<file path="src/rtl/irq_window_regs.sv">
module irq_window_regs #(
  parameter int NUM_PINS = 24,
  parameter int ADDR_W = 8,
  parameter logic [7:0] VERSION_CODE = 8'h11,
  localparam int IDX_W = (NUM_PINS > 1) ? $clog2(NUM_PINS) : 1
) (
  input  logic              clk,
  input  logic              rst_n,
  input  logic              req_valid,
  input  logic              req_write,
  input  logic [ADDR_W-1:0] req_addr,
  input  logic [31:0]       req_wdata,
  output logic [31:0]       rsp_rdata,
  output logic              entry_wr_stb,
  output logic [IDX_W-1:0]  entry_wr_idx,
  input  logic              stat_valid,
  input  logic [IDX_W-1:0]  stat_idx,
  input  logic              stat_remote,
  input  logic              stat_dlv
);

  localparam logic [ADDR_W-1:0] SEL_OFF = '0;
  localparam logic [ADDR_W-1:0] WIN_OFF = ADDR_W'(16);
  localparam logic [63:0] ENTRY_RST = 64'h0000_0000_0001_0000;
  localparam int B_DLV = 12;
  localparam int B_REM = 14;
  localparam int B_TRG = 15;

  logic [7:0]  sel_q;
  logic [3:0]  id_q;
  logic [63:0] tbl [NUM_PINS];

  logic [6:0]       ent_off;
  logic             ent_ok;
  logic [IDX_W-1:0] ent_idx;
  logic             is_sel, is_win, bus_wr, bus_rd, ent_wr, stat_hit;
  logic [63:0]      ent_old, ent_new;
  logic [31:0]      rd_val;

  assign is_sel  = req_addr == SEL_OFF;
  assign is_win  = req_addr == WIN_OFF;
  assign bus_wr  = req_valid && req_write;
  assign bus_rd  = req_valid && !req_write;

  assign ent_off = sel_q[7:1] - 7'd8;
  assign ent_ok  = (sel_q >= 8'h10) && (int'(ent_off) < NUM_PINS);
  assign ent_idx = ent_ok ? ent_off[IDX_W-1:0] : '0;
  assign ent_wr  = bus_wr && is_win && ent_ok;
  assign stat_hit = stat_valid && (int'(stat_idx) < NUM_PINS);

  assign ent_old = tbl[ent_idx];

  always_comb begin
    ent_new = sel_q[0] ? {req_wdata, ent_old[31:0]} : {ent_old[63:32], req_wdata};
    ent_new[B_DLV] = ent_old[B_DLV];
    ent_new[B_REM] = ent_new[B_TRG] ? ent_old[B_REM] : 1'b0;
  end

  always_comb begin
    rd_val = '0;
    if (is_sel) begin
      rd_val = {24'h0, sel_q};
    end else if (is_win) begin
      if (sel_q == 8'h00 || sel_q == 8'h02)
        rd_val = {4'h0, id_q, 24'h0};
      else if (sel_q == 8'h01)
        rd_val = {8'h0, 8'(NUM_PINS - 1), 8'h0, VERSION_CODE};
      else if (ent_ok)
        rd_val = sel_q[0] ? ent_old[63:32] : ent_old[31:0];
      else
        rd_val = '1;
    end
  end

  always_ff @(posedge clk) begin
    if (!rst_n) begin
      sel_q        <= '0;
      id_q         <= '0;
      rsp_rdata    <= '0;
      entry_wr_stb <= 1'b0;
      entry_wr_idx <= '0;
    end else begin
      entry_wr_stb <= ent_wr;
      if (ent_wr)
        entry_wr_idx <= ent_idx;
      if (bus_rd)
        rsp_rdata <= rd_val;
      if (bus_wr && is_sel)
        sel_q <= req_wdata[7:0];
      if (bus_wr && is_win && sel_q == 8'h00)
        id_q <= req_wdata[27:24];
    end
  end

  always_ff @(posedge clk) begin
    if (!rst_n) begin
      for (int i = 0; i < NUM_PINS; i++)
        tbl[i] <= ENTRY_RST;
    end else begin
      if (ent_wr)
        tbl[ent_idx] <= ent_new;
      if (stat_hit) begin
        tbl[stat_idx][B_REM] <= stat_remote;
        tbl[stat_idx][B_DLV] <= stat_dlv;
      end
    end
  end

  logic collide;
  assign collide = ent_wr && stat_hit && (stat_idx == ent_idx);

  assert_strobe_follows_write_R11: assert property (@(posedge clk) disable iff (!rst_n)
    ent_wr |=> entry_wr_stb && (entry_wr_idx == $past(ent_idx)));

  assert_no_stray_strobe_R5: assert property (@(posedge clk) disable iff (!rst_n)
    !ent_wr |=> !entry_wr_stb);

  assert_status_kept_R6: assert property (@(posedge clk) disable iff (!rst_n)
    (ent_wr && !collide) |=> tbl[$past(ent_idx)][B_DLV] == $past(ent_old[B_DLV]));

  assert_edge_clears_remote_R7: assert property (@(posedge clk) disable iff (!rst_n)
    (ent_wr && !collide) |=> (tbl[$past(ent_idx)][B_TRG] || !tbl[$past(ent_idx)][B_REM]));

  assert_bad_select_reads_ones_R5: assert property (@(posedge clk) disable iff (!rst_n)
    (bus_rd && is_win && !ent_ok && sel_q > 8'h02) |=> rsp_rdata == 32'hFFFF_FFFF);

  assert_other_offset_zero_R9: assert property (@(posedge clk) disable iff (!rst_n)
    (bus_rd && !is_sel && !is_win) |=> rsp_rdata == 32'h0);

  assert_rdata_holds_R10: assert property (@(posedge clk) disable iff (!rst_n)
    !bus_rd |=> $stable(rsp_rdata));

  assert_status_port_R12: assert property (@(posedge clk) disable iff (!rst_n)
    stat_hit |=> tbl[$past(stat_idx)][B_REM] == $past(stat_remote));

endmodule

</file>
<file path="config.mk">
export PLATFORM = sky130hd
export DESIGN_NAME = irq_window_regs
export DESIGN_NICKNAME = d
export VERILOG_FILES = /design/src/rtl/irq_window_regs.sv
export SDC_FILE = /design/constraint.sdc
export NUM_CORES = 2
export LEC_CHECK = 0
export BUFFER_PORTS_ARGS = -buffer_cell sky130_fd_sc_hd__buf_4
export CAP_MARGIN = 5
export CORE_MARGIN = 5
export CORE_UTILIZATION = 50
export CTS_BUF_LIST = sky130_fd_sc_hd__clkbuf_16
export DETAILED_ROUTE_END_ITERATION = 16
export PLACE_DENSITY_LB_ADDON = 0.1
export SYNTH_ARGS = -nofsm -noshare
export SYNTH_HDL_FRONTEND = slang
export SYNTH_SLANG_ARGS = --single-unit
</file>
<file path="constraint.sdc">
create_clock -name clk -period 19.6 [get_ports clk]
set_input_delay 0 -clock clk [delete_from_list [all_inputs] [get_ports clk]]
set_output_delay 0 -clock clk [all_outputs]
set_load 0.02 [all_outputs]
</file>
Word-level counts from Yosys, hierarchy flattened --
Memory sizes are Yosys's and may differ from the RTL's. Cells that the tools add are included.
Storage, ports and cells: memories 1, register bits 50, latch bits 0, memory bits (writable) 1536, bits of input ports 52, memory bits (read-only) 0
Memory list:
- tbl | depth 24, bits a word 64, rd ports 1, clocked after memory_dff 0, wr ports 24, line 31 | logic [63:0] tbl [NUM_PINS];
Operators by class: reductions and logical operators 14, $mul 0, add/subtract/negate cells 1, magnitude comparators 3, eq/ne operators 3, shift operators 0, mux-type cells 22, div/mod/pow operators 0, bitwise gates (word level) 0
Operators with widths (number):
- $mux 32 | 6
- $mux 64 | 3
- $reduce_or 64->1 | 2
- $logic_not 8->1 | 2
- $mux 5 | 3
- $mux 1 | 9
- $eq 8x1->1 const B | 1
- $eq 8x2->1 const B | 1
- $eq 8x5->1 const B | 1
- $ge 8x5->1 const B | 1
- $logic_and 1x1->1 | 8
- $lt 7x5->1 const B | 1
- $sub 7x4->7 const B | 1
- $lt 5x5->1 const B | 1
- $mux 2 | 1
- $logic_not 1->1 | 1
- $logic_or 1x1->1 | 1

Longest topological paths before layout --
An unclocked memory read counts as a cell.
depth after elaboration 11, mapped depth 21, mapped depth without buffers 11

Worst setup path after synthesis --
No wires, ideal clock.
kind flip-flop to flip-flop, start point register sel_q[4], end point memory tbl[29][0], enable pin, data required time 19118 ps, setup time 482 ps, setup slack 13326 ps, arrival time 5792 ps, stages on the path, launching flop included 17, path through dfxtp_1 > buf_2 > inv_1 > clkbuf_1 > ha_1 > or2_1 > buf_2 > o21ai_4 > a22oi_2 > buf_2 > buf_2 > buf_4 > nor3_4 > nand2_1 > inv_1 > nand2_1 > nor2_1
RTL lines:
- from (decl) | line 29 | logic [7:0] sel_q;
- from (signal assigned) | line 89 | sel_q <= req_wdata[7:0];
- to (decl) | line 31

==> flow_summary.ini <==
[status]
run_status = completed

[power_and_ir_drop]
pwr-share-seq_pct = 53.4
power_frac_clock_pct = 43.5
p_switching_mw = 2.11
combinationalPowerShare_pct = 3.1
power.leakage_nw = 34.8
power_report.internal_total_mw = 7.35
power_density_nw_per_um2 = 93.4
max-vdd-ir-drop_mv = 0.0827
power_switching_share_pct = 22.3

[global_routing]
global_route_wire_length_before_repair_mm = 499
first_global_vias = 62300
grtUsageMet1_pct = 51.1
grtUsageMet2_pct = 56.5
pin_count_of_the_biggest_net_entering_global_routing = 110
grt-busiest-layer = met2
globalRouteTotalUtil_pct = 38.2
grt_util_met3_pct = 11.0
grt.overflow.total = 0
antenna_found_initial = 20

[yosys]
largest_area_contributor_in_the_netlist = edfxtp_1
synth_seq_cells = 2098
yosysSeqAreaShare_pct = 69.6
dominant_cells_by_area_after_synthesis = edfxtp_1 (68%), nor2_1 (7.3%), mux2i_1 (2.9%)
post-synth-top-count-cell = edfxtp_1
synth_nets = 7109
cell_count_after_synthesis = 7055
primary_flip_flop_cell_chosen_by_synthesis_mapping = edfxtp_1
syn_area_um2 = 89800
yosys_warning_count = 0
syn-mean-instance-area_um2 = 12.7
synth_top_area_share_pct = 68.5
ys_types = 92
synth_top_cells_by_count = edfxtp_1 (2048), nor2_1 (1742), nand2_1 (341)
synth_edf_count = 2048
async_reset_ff_share_pct = 0

[final_layout]
fin_nets = 7090
drive_gt1_share_pct = 12.7
area_growth_syn_to_layout_pct = 12.7
final_util_pct = 56.7
instances_no_fill = 9597

[clocking]
tritoncts = built
ctsLongestPathBuffers = 3
clk-insertion-delay-late_ps = 910
cts_setup_buffers = 0
clk_transition_reported_paths_ps = 70
cts_h_tree_lvls = 4
cts_root_buf = clkbuf_16
cts_made_buffers = 217
clock-sinks = 2098

[die]
rows = 155
start_util_pct = 50.3
std_cell_core_area_um2 = 179000
die_h_um = 434
fp.dieArea_um2 = 188000
die_w_um = 434
num_io_pins = 90

[job]
cap_violations = 0

[timing]
final.setup.tns_ps = 0
post-route-period-util_pct = 36.3
timing_hold_violations_final = 0
setup_repair_after_global_routing_missed_its_margin = false
final.setup_skew_ps = 63.8
tightest_slew_margin_relative_to_the_limit_pct = 12.2
timing.final.setup_violations = 0
report.final.slew_viol_count = 0
fin_worst_hold_slack_ps = 67.0
fmax_mhz = 140
period_needed_ps = 7120
tightestPinTransition_ps = 1320

[detailed_routing]
drt-total-wl_mm = 366
detail_route.wl_per_cell_um = 38.1
first_iter_violations = 13000
detailedRoute.firstPassIterationCount = 8
drc_errors = 0
routed-via-count = 66900
final_antenna_net_count = 0
via_per_inst = 6.97

[setup_path]
critPathArrivalTime_ps = 7740
critPathLaunchType = flop
worstPathMaxFanout = 40
timing_worst_setup_path_type = flop to flop
worst_ep_required_time_ps = 20220
endpoint_kind = flop
timing.reg2reg.setup_slack_ps = 12480

[placed_design]
hpwl_mm = 203
post-place-cells = 9088
place_congestion = 0.914
numPortBuffers = 89

[hold_path]
worstHoldPathType = primary input to flop
## power groups by stage
stage / Clock (mW) / Sequential (mW) / Combinational [mW]
after CTS: 4.12 / 5.05 / 0.286
after global placement: 0 / 5.14 / 0.274
after detailed placement: 0 / 5.14 / 0.276
after global routing: 4.30 / 5.05 / 0.300
after floorplan: 0 / 5.13 / 0.135
final: 4.11 / 5.05 / 0.296
## what timing repair did
item / CTS / global route
endpoints found under the hold margin: 1890 / 0
hold buffers: 83 / 0
resized for setup: 0 / 0
## metal layers
layer	vias to the layer above	wire length (um)
met4	8	24400
met1	33600	130000
met3	1161	53000
met5	-	44
met2	5857	159000
li1	26300	-
## flip-flops by register name, indices dropped and copies added (netlist names)
register and flops:
rsp_rdata 32, tbl 2048, sel_q 8, entry_wr_stb 1
entry_wr_idx 5, id_q 4
## stage by stage
stage	cell area [um^2]	setup WS, ps	total power [mW]
global route	101000	12480	9.66
floorplan	89800	13330	5.27
CTS	101000	12800	9.45
global placement	93200	12970	5.41
detailed placement	93200	12830	5.42
finish	101000	12480	9.45
## critical path: stages, from the launching register on
cell,delay (ps)
dfxtp_1,740
inv_1,420
ha_1,370
or2_1,340
o21ai_4,630
a22oi_2,220
nor3_4,560
and3_1,920
nand2_4,670
nand2_4,1040
buf_4,620
or2_2,230
## final timing paths
path | end | from | depth (start not counted)
worst max-delay path | tbl[11][12] | sel_q[4] | 11
worst min-delay path | tbl[10][13] | req_wdata[13] | 4
worst min register to register | rsp_rdata[13] | rsp_rdata[13] | 2
worst max register to register | tbl[11][12] | sel_q[4] | 11
## final cells by class
class                   instances  area (um^2)
diodes                         16         40.0
fillers                     14400        77400
well taps                    2355         2950
flip-flops and latches       2098        62500
repair buffers                394         3260
inverters                      80          310
clock inverters               192         1630
multi-input cells            4245        25100
clock buffers                 217         5430
## layout by cell type, fill, tap and decap left out, types with 66 or more instances in the layout
master	Yosys	routed
dlygate4sd3_1	0	83
a21oi_1	339	329
mux2i_1	257	236
o21ai_0	166	166
o22ai_1	99	97
clkbuf_16	0	217
mux2_2	80	80
a221oi_1	69	69
nand3_1	77	76
nor2_1	1742	1728
nor3_1	72	66
nand2_1	341	293
a222oi_1	79	79
edfxtp_1	2048	2048
inv_1	69	128
a22oi_1	164	163
buf_4	28	303
## cell families after synthesis
family	count (synthesis)	synth area share, %
buffers and inverters	712	3.47
adder cells (fa/ha/maj)	2	0.0279
AO/OA/AOI/OAI	1385	10.8
flip-flops	2098	69.6
AND/OR/NAND/NOR	2486	11.4
multiplexers	372	4.71
(Power assumes the default switching activity.)
